--- src/rtl/evc_pkg.sv ---
package evc_pkg;
  parameter int unsigned CNT_W = 8;
  parameter int unsigned SEL_W = 8;

  typedef logic [CNT_W-1:0] cnt_t;

  // Value loaded on a counted edge: wrap to zero after a match, else +1.
  function automatic cnt_t step_count(cnt_t cur, cnt_t lim);
    return (cur == lim) ? '0 : cnt_t'(cur + cnt_t'(1));
  endfunction

  // The interrupt fires when the freshly loaded value equals the compare.
  function automatic logic lands_on(cnt_t nxt, cnt_t lim);
    return nxt == lim;
  endfunction
endpackage

--- src/rtl/evc_sync.sv ---
module evc_sync #(
  parameter int unsigned STAGES = 2
) (
  input  logic clk,
  input  logic rst_n,
  input  logic d,
  output logic q
);
  logic [STAGES-1:0] stg;

  if (STAGES == 1) begin : g_single
    always_ff @(posedge clk) begin
      if (!rst_n) stg <= '0;
      else        stg <= d;
    end
  end else begin : g_chain
    always_ff @(posedge clk) begin
      if (!rst_n) stg <= '0;
      else        stg <= {stg[STAGES-2:0], d};
    end
  end

  assign q = stg[STAGES-1];
endmodule

--- src/rtl/evc_edge.sv ---
module evc_edge (
  input  logic clk,
  input  logic rst_n,
  input  logic lvl,
  input  logic pick_rise,
  output logic hit
);
  logic lvl_q;
  logic rise;
  logic fall;

  always_ff @(posedge clk) begin
    if (!rst_n) lvl_q <= 1'b0;
    else        lvl_q <= lvl;
  end

  assign rise = lvl & ~lvl_q;
  assign fall = ~lvl & lvl_q;
  assign hit  = pick_rise ? rise : fall;
endmodule

--- src/rtl/evc_core.sv ---
module evc_core
  import evc_pkg::*;
(
  input  logic clk,
  input  logic rst_n,
  input  logic run,
  input  logic hit,
  input  cnt_t lim,
  output cnt_t count,
  output logic irq
);
  cnt_t nxt;

  assign nxt = step_count(count, lim);

  always_ff @(posedge clk) begin
    if (!rst_n || !run) begin
      count <= '0;
      irq   <= 1'b0;
    end else if (hit) begin
      count <= nxt;
      irq   <= lands_on(nxt, lim);
    end else begin
      irq   <= 1'b0;
    end
  end
endmodule

--- src/rtl/edge_event_counter.sv ---
module edge_event_counter
  import evc_pkg::*;
#(
  parameter int unsigned SYNC_STAGES = 2
) (
  input  logic             clk,
  input  logic             rst_n,
  input  logic             evt_in,
  input  logic             cnt_en,
  input  logic [SEL_W-1:0] edge_sel,
  input  logic [CNT_W-1:0] cmp_val,
  output logic [CNT_W-1:0] count,
  output logic             irq
);
  localparam logic [SEL_W-1:0] SEL_RISE = SEL_W'(1);

  logic evt_sync;
  logic pick_rise;
  logic edge_hit;

  assign pick_rise = (edge_sel == SEL_RISE);

  evc_sync #(.STAGES(SYNC_STAGES)) u_sync (
    .clk   (clk),
    .rst_n (rst_n),
    .d     (evt_in),
    .q     (evt_sync)
  );

  evc_edge u_edge (
    .clk       (clk),
    .rst_n     (rst_n),
    .lvl       (evt_sync),
    .pick_rise (pick_rise),
    .hit       (edge_hit)
  );

  evc_core u_core (
    .clk   (clk),
    .rst_n (rst_n),
    .run   (cnt_en),
    .hit   (edge_hit),
    .lim   (cmp_val),
    .count (count),
    .irq   (irq)
  );
endmodule

--- config.mk ---
export PLATFORM = sky130hd
export DESIGN_NAME = edge_event_counter
export DESIGN_NICKNAME = d
export VERILOG_FILES = /design/src/rtl/evc_pkg.sv /design/src/rtl/evc_sync.sv /design/src/rtl/evc_edge.sv /design/src/rtl/evc_core.sv /design/src/rtl/edge_event_counter.sv
export SDC_FILE = /design/constraint.sdc
export NUM_CORES = 1
export LEC_CHECK = 0
export ABC_AREA = 1
export BUFFER_PORTS_ARGS = -buffer_cell sky130_fd_sc_hd__buf_2
export CORE_MARGIN = 8
export CORE_UTILIZATION = 49
export DETAILED_ROUTE_END_ITERATION = 8
export GPL_ROUTABILITY_DRIVEN = 1
export PLACE_DENSITY_LB_ADDON = 0.25
export SYNTH_ARGS = -nofsm -noshare
export SYNTH_HDL_FRONTEND = slang
export SYNTH_SLANG_ARGS = --single-unit
--- constraint.sdc ---
create_clock -name clk -period 1.9 [get_ports clk]
set_input_delay 0.38 -clock clk [delete_from_list [all_inputs] [get_ports clk]]
set_output_delay 0.38 -clock clk [all_outputs]
set_load 0.005 [all_outputs]
[Word level (Yosys, flattened, before mapping)]
Cells that the tools add are included.
Storage, ports and cells
  memory bits (read-only): 0
  input port bits: 20
  memories: 0
  RAM bits: 0
  bits in latches: 0
  register bits: 12
Operators by class
  div/mod/pow operators: 0
  bitwise gates (word level): 5
  muxes and demuxes: 2
  add/sub/neg operators: 1
  multipliers: 0
  reductions and logical operators: 4
  order comparisons: 0
  eq/ne operators: 3
  shift-type cells: 0
Operators with widths (number)
  $eq 8x8->1: 2
  $add 8x1->8 const B: 1
  $eq 8x1->1 const B: 1
  $mux 8: 1
  $not 1->1: 3
  $and 1x1->1: 2
  $logic_not 1->1: 2
  $reduce_or 2->1: 1
  $logic_or 1x1->1: 1
  $mux 1: 1

[Logic depth before layout (Yosys ltp)]
  depth after elaboration: 5
  gate-level depth with buffers: 13

[Modules after synthesis]
A second synthesis with hierarchy kept.
Second synthesis, totals
  cells, all modules: 143
  area total of the unflattened synthesis: 864.6 um^2
Modules (own cells, without submodules)
  evc_core: cells each 120, times used 1, area an instance 721.9 um^2, sequential area each 180.2 um^2
  evc_edge: cells each 9, times used 1, area an instance 57.6 um^2, sequential area each 20.0 um^2
  evc_sync: cells each 6, times used 1, area an instance 55.1 um^2, sequential area each 40.0 um^2
  edge_event_counter: cells each 8, times used 1, area an instance 30.0 um^2, sequential area each 0.0 um^2

[Least setup slack after synthesis]
OpenSTA, ideal clock, no wires.
  path type: register -> register
  start point: reg u_core.count[0]
  end point: reg u_core.irq
  library setup time: 110 ps
  clock period less this slack: 1410 ps
  buffers on the path: 0
  slack: 490 ps
  cell stages (with the launch flop): 11
  arrival time: 1300 ps
  path through: dfxtp_1 -> ha_1 -> nand2_1 -> inv_1 -> nand3_1 -> xnor2_1 -> nand2_1 -> nand2_1 -> a21boi_2 -> nand2_1 -> nor2_1
On the way
  longest elaborated chain between the ends: 3
  elaborated cells on any way between the ends: 4
Ends and longest elaborated chain
  from (decl): RTL line evc_core.sv:9  | output cnt_t count,
  from (signal assigned): RTL line evc_core.sv:21  | count <= nxt;
  $add 8x1->8 / $eq 8x8->1 (equally long branches): RTL line evc_pkg.sv:9  | return (cur == lim) ? '0 : cnt_t'(cur + cnt_t'(1));
  $mux 8 *: RTL line evc_pkg.sv:9
  $eq 8x8->1 *: RTL line evc_pkg.sv:14  | return nxt == lim;
  to (signal assigned): RTL line evc_core.sv:22  | irq <= lands_on(nxt, lim);
  to (decl): RTL line evc_core.sv:10  | output logic irq
Every way passes the cells marked *; elsewhere a longest branch is shown, timed or not.
A chain may end at the register's enable or synchronous reset.

[Worst setup path in the final report]
  start point: reg u_core.count[1]
  end point: reg u_core.irq
The elaborated chain is that of the path after synthesis.

==> results.yml <==
outcome:
  status: "complete, no violations"
finish:
  num-fill-cells: 184
  fin_area_sq_mm: 0.00108
  area_growth_pct: 19.3
  seqCellArea_sq_um: 240
  nets: 199
  layout_commonest_cell: "nand2_1"
  instances_no_fill: 201
  antenna_cells: 0
  multi_input_area_sq_um: 549
  drive_above_1_share_pct: 23.9
  layout_common_cells: "nand2_1, buf_2, inv_1, nor2_1, dfxtp_1"
power:
  p_leak_uw: 0.000599
  power.density_mw_per_mm2: 467
  total_power_uw: 503
  ir_worst_vdd_mv: 0.406
cts:
  htree_levels: 1
  cts_hold_buf: 0
  numCtsBuffers: 3
  cts_tree: "built"
  clk-insertion-delay-late_ns: 0.27
  cts_setup_buffers: 0
  cts.repair.resized: 0
  clk_pin_slew_ns: 0.08
  cts_root_buf: "clkbuf_4"
  cts_sinks: 12
  clockBufferDepth: 2
sta:
  fin_ws_ns: 0.291
  max_freq_mhz: 622
  finalClockSkew_ns: 0.00416
  max_slew_margin_pct: 81.3
  tns_ns: 0
  final-max-slew-violation-count: 0
  finalSetupViolations: 0
  period_minus_slack_ns: 1.61
  min_period_over_period_pct: 84.7
  hold_viol: 0
  rsz0062_at_grt: "false"
  worstMarginPinSlew_ns: 0.280
global_route:
  grt_max_degree: 16
  grtUsageTotal_pct: 13.8
  antenna_found_initial: 0
  gr-usage-met2_pct: 22.3
  gr-total-overflow: 0
  first_global_vias: 856
  grtUsageMet1_pct: 17.0
  busiest_layer: "met2"
  met3_usage_pct: 2.61
  grt_first_pass_wirelength_microns: 3770
placement:
  dpl_cell_area_sq_mm: 0.00105
  dp.cells: 198
  gp_congestion: 0.833
  port_buffers: 28
  place_hpwl_microns: 1850
  preCtsSetupSlack_ns: 0.258
critical_path:
  reg2reg_slack_ns: 0.29
  cp_max_fo: 7
  crit_start: "u_core.count[1]"
  r2r_start: "u_core.count[1]"
  critPathRequiredTime_ns: 2.11
  critPathArrivalTime_ns: 1.82
  criticalPathCategory: "reg2reg"
  crit_path_start_kind: "flip-flop"
  crit_path_end_kind: "flip-flop"
floorplan:
  die-area_sq_mm: 0.00347
  initial_core_util_pct: 52.3
  io_pins: 29
  die_w_microns: 58.9
  fp.coreArea_sq_mm: 0.00173
  rows: 15
  fp.dieH_microns: 58.9
routing:
  drt_iter0_drc: 17
  vias: 949
  ant_nets: 0
  wl_per_cell_microns: 11.4
  drt-total-wl_microns: 2290
  drt-pass1-iter-count: 4
  drc_errors: 0
  via_per_inst: 4.72
yosys:
  synth_warnings: 0
  ys_seq_elements: 12
  seq_area_frac_synth_pct: 26.6
  synth_fp_nets: 168
  avgSynthCellArea_sq_um: 6.15
  ys.flop_type: "dfxtp_1"
  netlist_area_sq_um: 903
  synthArstFlopShare_pct: 0
  syn_inst: 147
  synth_edf_count: 0
  synth.distinct_cells: 25
min_path:
  min_from: "evt_in"
  hold_path_class: "in2reg"
job:
  cap_violations: 0
registers in the layout (all words and copies together), names as in the netlist:
register,cells
u_core.irq,1
u_sync.stg,2
u_edge.lvl_q,1
u_core.count,8
path summary, 6_finish.rpt:
| kind | end | depth (start not counted) |
|---|---|---|
| min reg2reg | u_sync.stg[1] | 2 |
| min | u_sync.stg[0] | 3 |
| max | u_core.irq | 10 |
| max reg2reg | u_core.irq | 10 |
worst max-delay path: stages (launching register included):
cell	delay (ns)
dfxtp_1	0.45
ha_1	0.23
nand2_1	0.08
inv_1	0.11
nand3_1	0.09
xnor2_1	0.14
nand2_1	0.11
nand2_1	0.07
a21boi_2	0.14
nand2_1	0.05
nor2_1	0.09
cell type report:
class | instances | share of cell area, %
inverters | 25 | 8.71
well taps | 25 | 2.90
flip-flops and latches | 12 | 22.3
multi-input cells | 108 | 51.0
repair buffers | 28 | 13.0
clock buffers | 3 | 2.09
synth_stat cells (2+ instances only):
cell type,count,share of area [%]
xor2_1,3,2.9
nand2_2,2,1.4
nand2_4,2,2.5
o21ai_1,3,1.7
inv_1,22,9.1
nand3_1,10,5.5
nor2_1,14,5.8
a21oi_1,8,4.4
nand2_1,46,19
xnor2_1,6,5.8
inv_2,3,1.2
dfxtp_1,12,27
o21ai_0,4,2.2
layer usage:
layer / part of all wire, % / wire [microns]
met1: 46 / 1060
met2: 46 / 1060
met3: 5.8 / 134
met4: 1.5 / 35
met5: 0 / 0
power breakdown:
part / internal (uW) / switching, uW / leakage (uW) / total, uW
Sequential: 256 / 4.89 / 0.0000973 / 261
Clock: 73.4 / 85.3 / 0.0000138 / 159
Combinational: 37.7 / 46.0 / 0.000488 / 83.7
per-stage QoR:
step / hold WS [ns] / util [%]
2_1_floorplan: 0.390 / -
3_3_place_gp: 0.395 / 61.1
3_5_place_dp: 0.410 / 61.1
4_1_cts: 0.283 / 62.4
5_1_grt: 0.292 / 62.4
6_report: 0.282 / 62.4
logic make-up (layout without fill, tap and decap cells):
logic type | Yosys count | in the layout | synth area share [%]
buffers and inverters | 27 | 56 | 12.6
and+or+nand+nor | 81 | 81 | 40.3
AOI/OAI and AO/OA | 17 | 17 | 10.4
xor gates and xnor gates | 9 | 9 | 8.73
DFF | 12 | 12 | 26.6
adders and majority gates | 1 | 1 | 1.38
No activity file was read; power rests on OpenSTA's default activity.
